==> src/rtl/uart_irq_pkg.sv <==
package uart_irq_pkg;
  localparam int SRC_N   = 4;
  localparam int IDX_RX  = 0;
  localparam int IDX_ERR = 1;
  localparam int IDX_TX  = 2;
  localparam int IDX_MDM = 3;

  // scale applied to the transmit trigger field, selected by channel number
  function automatic int unsigned trig_scale(input int unsigned channel);
    case (channel)
      0:       return 32;
      1, 4:    return 8;
      2, 3:    return 2;
      default: return 0;
    endcase
  endfunction

  function automatic int unsigned tx_threshold(input int unsigned channel,
                                               input int unsigned field);
    return field * trig_scale(channel);
  endfunction
endpackage

==> src/rtl/uart_irq_txreq.sv <==
module uart_irq_txreq
  import uart_irq_pkg::*;
#(
  parameter int unsigned CHANNEL = 0,
  parameter int CNT_W  = 8,
  parameter int TRIG_W = 3
) (
  input  logic              fifo_en,
  input  logic [TRIG_W-1:0] trig,
  input  logic [CNT_W-1:0]  count,
  output logic              tx_req
);
  int unsigned thr;
  int unsigned cnt_ext;

  always_comb begin
    thr     = tx_threshold(CHANNEL, 32'(trig));
    cnt_ext = 32'(count);
    tx_req  = fifo_en && (cnt_ext <= thr);
  end
endmodule

==> src/rtl/uart_irq_srcreg.sv <==
module uart_irq_srcreg #(
  parameter int N = 4
) (
  input  logic         clk,
  input  logic         rst_n,
  input  logic [N-1:0] set_i,
  input  logic [N-1:0] clr_i,
  output logic [N-1:0] src_q
);
  always_ff @(posedge clk or negedge rst_n) begin
    if (!rst_n) src_q <= '0;
    else        src_q <= (src_q & ~clr_i) | set_i;
  end

  // a set bit is present after the edge regardless of clears
  a_r9_set_wins: assert property (@(posedge clk) disable iff (!rst_n)
    (set_i != '0) |=> ((src_q & $past(set_i)) == $past(set_i)));

  // cleared bits without a set are zero afterwards
  a_r4_clear_takes: assert property (@(posedge clk) disable iff (!rst_n)
    (clr_i != '0 && set_i == '0) |=> ((src_q & $past(clr_i)) == '0));

  // no set and no clear keeps the word
  a_r2_hold: assert property (@(posedge clk) disable iff (!rst_n)
    (clr_i == '0 && set_i == '0) |=> $stable(src_q));
endmodule

==> src/rtl/uart_irq_maskreg.sv <==
module uart_irq_maskreg #(
  parameter int N = 4
) (
  input  logic         clk,
  input  logic         rst_n,
  input  logic         wr,
  input  logic [N-1:0] wdata,
  output logic [N-1:0] mask_q
);
  always_ff @(posedge clk or negedge rst_n) begin
    if (!rst_n)  mask_q <= '0;
    else if (wr) mask_q <= wdata;
  end

  a_r6_mask_load: assert property (@(posedge clk) disable iff (!rst_n)
    wr |=> (mask_q == $past(wdata)));

  a_r5_mask_hold: assert property (@(posedge clk) disable iff (!rst_n)
    !wr |=> $stable(mask_q));
endmodule

==> src/rtl/uart_irq_unit.sv <==
module uart_irq_unit
  import uart_irq_pkg::*;
#(
  parameter int unsigned CHANNEL = 0,
  parameter int CNT_W  = 8,
  parameter int TRIG_W = 3
) (
  input  logic              clk,
  input  logic              rst_n,
  input  logic              ev_rx,
  input  logic              ev_err,
  input  logic              ev_tx,
  input  logic              ev_modem,
  input  logic              fifo_en,
  input  logic [TRIG_W-1:0] tx_trig,
  input  logic [CNT_W-1:0]  tx_count,
  input  logic              pend_wr,
  input  logic [SRC_N-1:0]  pend_wdata,
  input  logic              src_wr,
  input  logic [SRC_N-1:0]  src_wdata,
  input  logic              mask_wr,
  input  logic [SRC_N-1:0]  mask_wdata,
  output logic [SRC_N-1:0]  src_q,
  output logic [SRC_N-1:0]  mask_q,
  output logic [SRC_N-1:0]  pend_o,
  output logic              irq_o
);
  logic             tx_auto;
  logic [SRC_N-1:0] set_vec;
  logic [SRC_N-1:0] clr_vec;

  uart_irq_txreq #(.CHANNEL(CHANNEL), .CNT_W(CNT_W), .TRIG_W(TRIG_W)) u_txreq (
    .fifo_en (fifo_en),
    .trig    (tx_trig),
    .count   (tx_count),
    .tx_req  (tx_auto)
  );

  always_comb begin
    set_vec          = '0;
    set_vec[IDX_RX]  = ev_rx;
    set_vec[IDX_ERR] = ev_err;
    set_vec[IDX_TX]  = ev_tx | tx_auto;
    set_vec[IDX_MDM] = ev_modem;
    clr_vec = (pend_wr ? pend_wdata : '0) | (src_wr ? src_wdata : '0);
  end

  uart_irq_srcreg #(.N(SRC_N)) u_src (
    .clk   (clk),
    .rst_n (rst_n),
    .set_i (set_vec),
    .clr_i (clr_vec),
    .src_q (src_q)
  );

  uart_irq_maskreg #(.N(SRC_N)) u_mask (
    .clk    (clk),
    .rst_n  (rst_n),
    .wr     (mask_wr),
    .wdata  (mask_wdata),
    .mask_q (mask_q)
  );

  assign pend_o = src_q & ~mask_q;
  assign irq_o  = |pend_o;

  // automatic transmit request reaches the source word one edge later
  a_r8_tx_auto: assert property (@(posedge clk) disable iff (!rst_n)
    (fifo_en && (32'(tx_count) <= tx_threshold(CHANNEL, 32'(tx_trig)))) |=> src_q[IDX_TX]);

  // nothing automatic while FIFO mode is off
  a_r8_no_auto_off: assert property (@(posedge clk) disable iff (!rst_n)
    (!fifo_en && !ev_tx && src_wr && src_wdata[IDX_TX]) |=> !src_q[IDX_TX]);

  // a masked source bit never reaches the line
  a_r3_masked_quiet: assert property (@(posedge clk) disable iff (!rst_n)
    ((src_q & ~mask_q) == '0) |-> !irq_o);
endmodule

==> config.mk <==
export PLATFORM = sky130hd
export DESIGN_NAME = uart_irq_unit
export DESIGN_NICKNAME = d
export VERILOG_FILES = /design/src/rtl/uart_irq_pkg.sv /design/src/rtl/uart_irq_txreq.sv /design/src/rtl/uart_irq_srcreg.sv /design/src/rtl/uart_irq_maskreg.sv /design/src/rtl/uart_irq_unit.sv
export SDC_FILE = /design/constraint.sdc
export NUM_CORES = 1
export LEC_CHECK = 0
export BUFFER_PORTS_ARGS = -buffer_cell sky130_fd_sc_hd__buf_4
export CAP_MARGIN = 5
export CORE_AREA = 2 2 39 41
export CTS_CLUSTER_SIZE = 10
export DETAILED_ROUTE_END_ITERATION = 10
export DIE_AREA = 0 0 41 43
export PLACE_DENSITY = 0.74
export SETUP_SLACK_MARGIN = 0.05
export SLEW_MARGIN = 5
export SYNTH_ARGS = -nofsm -noshare
export SYNTH_HDL_FRONTEND = slang
export SYNTH_SLANG_ARGS = --single-unit
==> constraint.sdc <==
create_clock -name clk -period 2.5 [get_ports clk]
set_input_delay 0.25 -clock clk [delete_from_list [all_inputs] [get_ports clk]]
set_output_delay 0.25 -clock clk [all_outputs]
set_load 0.01 [all_outputs]
==> reports/results.tsv <==
metric	value	unit
FF/Latch Area	200	um2
Hold Crit Endpoint	u_src.src_q[0]	
met1 Use GR	0.173	
hold buffer count at cts	1	
relative slew slack	0.782	
Pleak	0.445	nW
die height	43	um
CP bufs+invs	1	
layout cells sized above 1	0.635	
worst skew pair latency	0.24	ns
Antenna Cells	0	
CTS tree	yes	
largest net degree at the start of global routing	9	
GRT met2 Usage	0.278	
filler instances	117	
Achievable Freq	591	MHz
total track usage	0.161	
ANT nets after route	0	
r2r worst-path depth	1	
Core Util, Final	0.606	
reg2reg start	u_mask.mask_q[3]	
# H-tree levels	1	
simple-gate area share of the yosys netlist	0.173	
io pins	46	
buffer count from post-CTS setup fixing	0	
IO Port Bufs	45	
Total Power	0.374	mW
vias per inst	4.72	
Root Buffer	clkbuf_4	
largest stage delay on the critical path	0.51	ns
area of the multi-input gates	236	um2
Req. time, crit path	2.25	ns
drc violations	0	
Slew Viols, Final	0	
Synth Area in XOR/XNOR	0	
Hold WC Path Type	in2reg	
dpl cell area	806	um2
crit path time final	1.69	ns
final WL	1.32	mm
startpoint types	register	
initial core utilization	0.324	
worst hold start	ev_rx	
Synth Area in Adders	0.0838	
Resized Gates After CTS	0	
initial antenna violation count	0	
number of instances in the synthesized netlist	36	
first-pass GRT wire length	1.89	mm
Peak VDD IR	388	uV
Synth Net Count	72	
power density over the cells	446	nW/um2
GRT Residual Overflow	0	
critical path's slowest cell	or4_4	
HPWL after detailed placement	1.14	mm
Critical Path, Cell by Cell	nor2b_4 > or4_4 > buf_4	
CP arrival	1.44	ns
worst hold stages	2	
FP Rows	14	
DR pass1 iterations	3	
final instance area	838	um2
mean post-synth cell area	12.4	um2
CTS Buffer Depth	2	
outcome	finished, final reports clean	
crit end category	output port	
Synth-to-Final Area Change	87.2	%
RD Place Congestion	0.676	
final hold slack	0.184	ns
compound-cell area share of the yosys netlist	0.170	
Clock transition at path regs	0.05	ns
wire per inst	13.1	um
Final setup viols	0	
GRT met3 Usage	0.0471	
Synth Warn #	0	
clock tree sinks	8	
R2R setup slack	1.67	ns
Num CTS Buffers	3	
unrepaired setup endpoints after global routing	no	
#FFs+latches synth	8	
sequential-to-total area share from yosys stat	0.447	
slew of the pin with the lowest slew margin	0.323	ns
Vias	477	
Die ar.	1760	um2
mux cell area share after synthesis	0.101	
Synth cell types	16	
first-iteration detailed-routing DRC count	7	
setup TNS	0	ns
via count of the first global-routing pass	452	
Die X	41	um
post-route clock skew	0	ns
period utilization	0.676	
nets@finish	123	
combinational family with the most area after synthesis	simple AND/OR/NAND/NOR gates	
Synth Cell Area	448	um2
cell family with most CP delay	simple AND/OR/NAND/NOR gates	
FF-to-FF End	u_mask.mask_q[3]	
max-cap viol count	0	
CP Max Fanout	3	
kind of critical path	reg2out	
gr busiest metal	met2	
final hold vios	0	
core area	1380	um2
[Yosys cell counts, drive strengths merged]
cell / n / area share
a221o: 1 / 0.022
nor4bb: 1 / 0.022
or4: 1 / 0.025
mux2: 4 / 0.10
dfrtp: 8 / 0.45
nand3b: 1 / 0.017
ha: 3 / 0.084
nor4b: 1 / 0.020
a22oi: 4 / 0.067
inv: 3 / 0.025
a21o: 3 / 0.050
nor2b: 4 / 0.089
a21oi: 1 / 0.011
a22o: 1 / 0.020
[layout make-up]
type	instances	share of cell area
Clock buffer	3	0.0269
Multi-Input combinational cell	25	0.282
Inverter	3	0.0134
Sequential cell	8	0.239
Tap cell	16	0.0239
Timing Repair Buffer	46	0.415
[report_power, final]
part | total [mW] | internal, mW | switching (mW)
Combinational | 0.128 | 0.0842 | 0.0443
Clock | 0.0918 | 0.0545 | 0.0374
Sequential | 0.153 | 0.142 | 0.0116
Total | 0.374 | 0.280 | 0.0933
[sequential cells by signal (all words and copies together) (netlist names)]
signal,count
u_mask.mask_q,4
u_src.src_q,4
[per-layer routing]
layer / share of wire / wire length (um)
met3: 0.070 / 92
met2: 0.54 / 715
met4: 0 / 0
met1: 0.39 / 516
met5: 0 / 0
[how the worst max path moves through the flow]
stage | start | to | slack (ns) | depth (start not counted)
after global routing | u_src.src_q[2] | irq_o | 0.76 | 3
after global placement | tx_trig[0] | u_src.src_q[2] | 1.08 | 5
after CTS | u_src.src_q[2] | irq_o | 0.79 | 3
after detailed placement | tx_trig[1] | u_src.src_q[2] | 1.07 | 6
after floorplan | u_src.src_q[2] | irq_o | 1.15 | 2
final | u_src.src_q[2] | irq_o | 0.81 | 3
[cell families after synthesis]
| family | Yosys count |
|---|---|
| AO/OA/AOI/OAI | 10 |
| adder cells (fa/ha/maj) | 3 |
| buffers and inverters | 3 |
| flip-flops | 8 |
| multiplexers | 4 |
| AND/OR/NAND/NOR | 8 |
[cell usage in the layout (no fill, tap or decap), types with 2 or more instances in the layout]
cell,instances
buf_4,45
dfrtp_1,8
inv_1,3
ha_1,3
a21o_1,3
nor2b_1,2
a22oi_1,4
mux2_2,3
clkbuf_4,3
nor2b_4,2
[through the flow]
| stage | setup slack (ns) | instances |
|---|---|---|
| 2_1_floorplan | 1.15 | 36 |
| 3_3_place_gp | 1.08 | 97 |
| 3_5_place_dp | 1.07 | 97 |
| 4_1_cts | 0.794 | 101 |
| 5_1_grt | 0.760 | 101 |
| 6_report | 0.809 | 101 |
No activity file was read; power rests on OpenSTA's default activity.
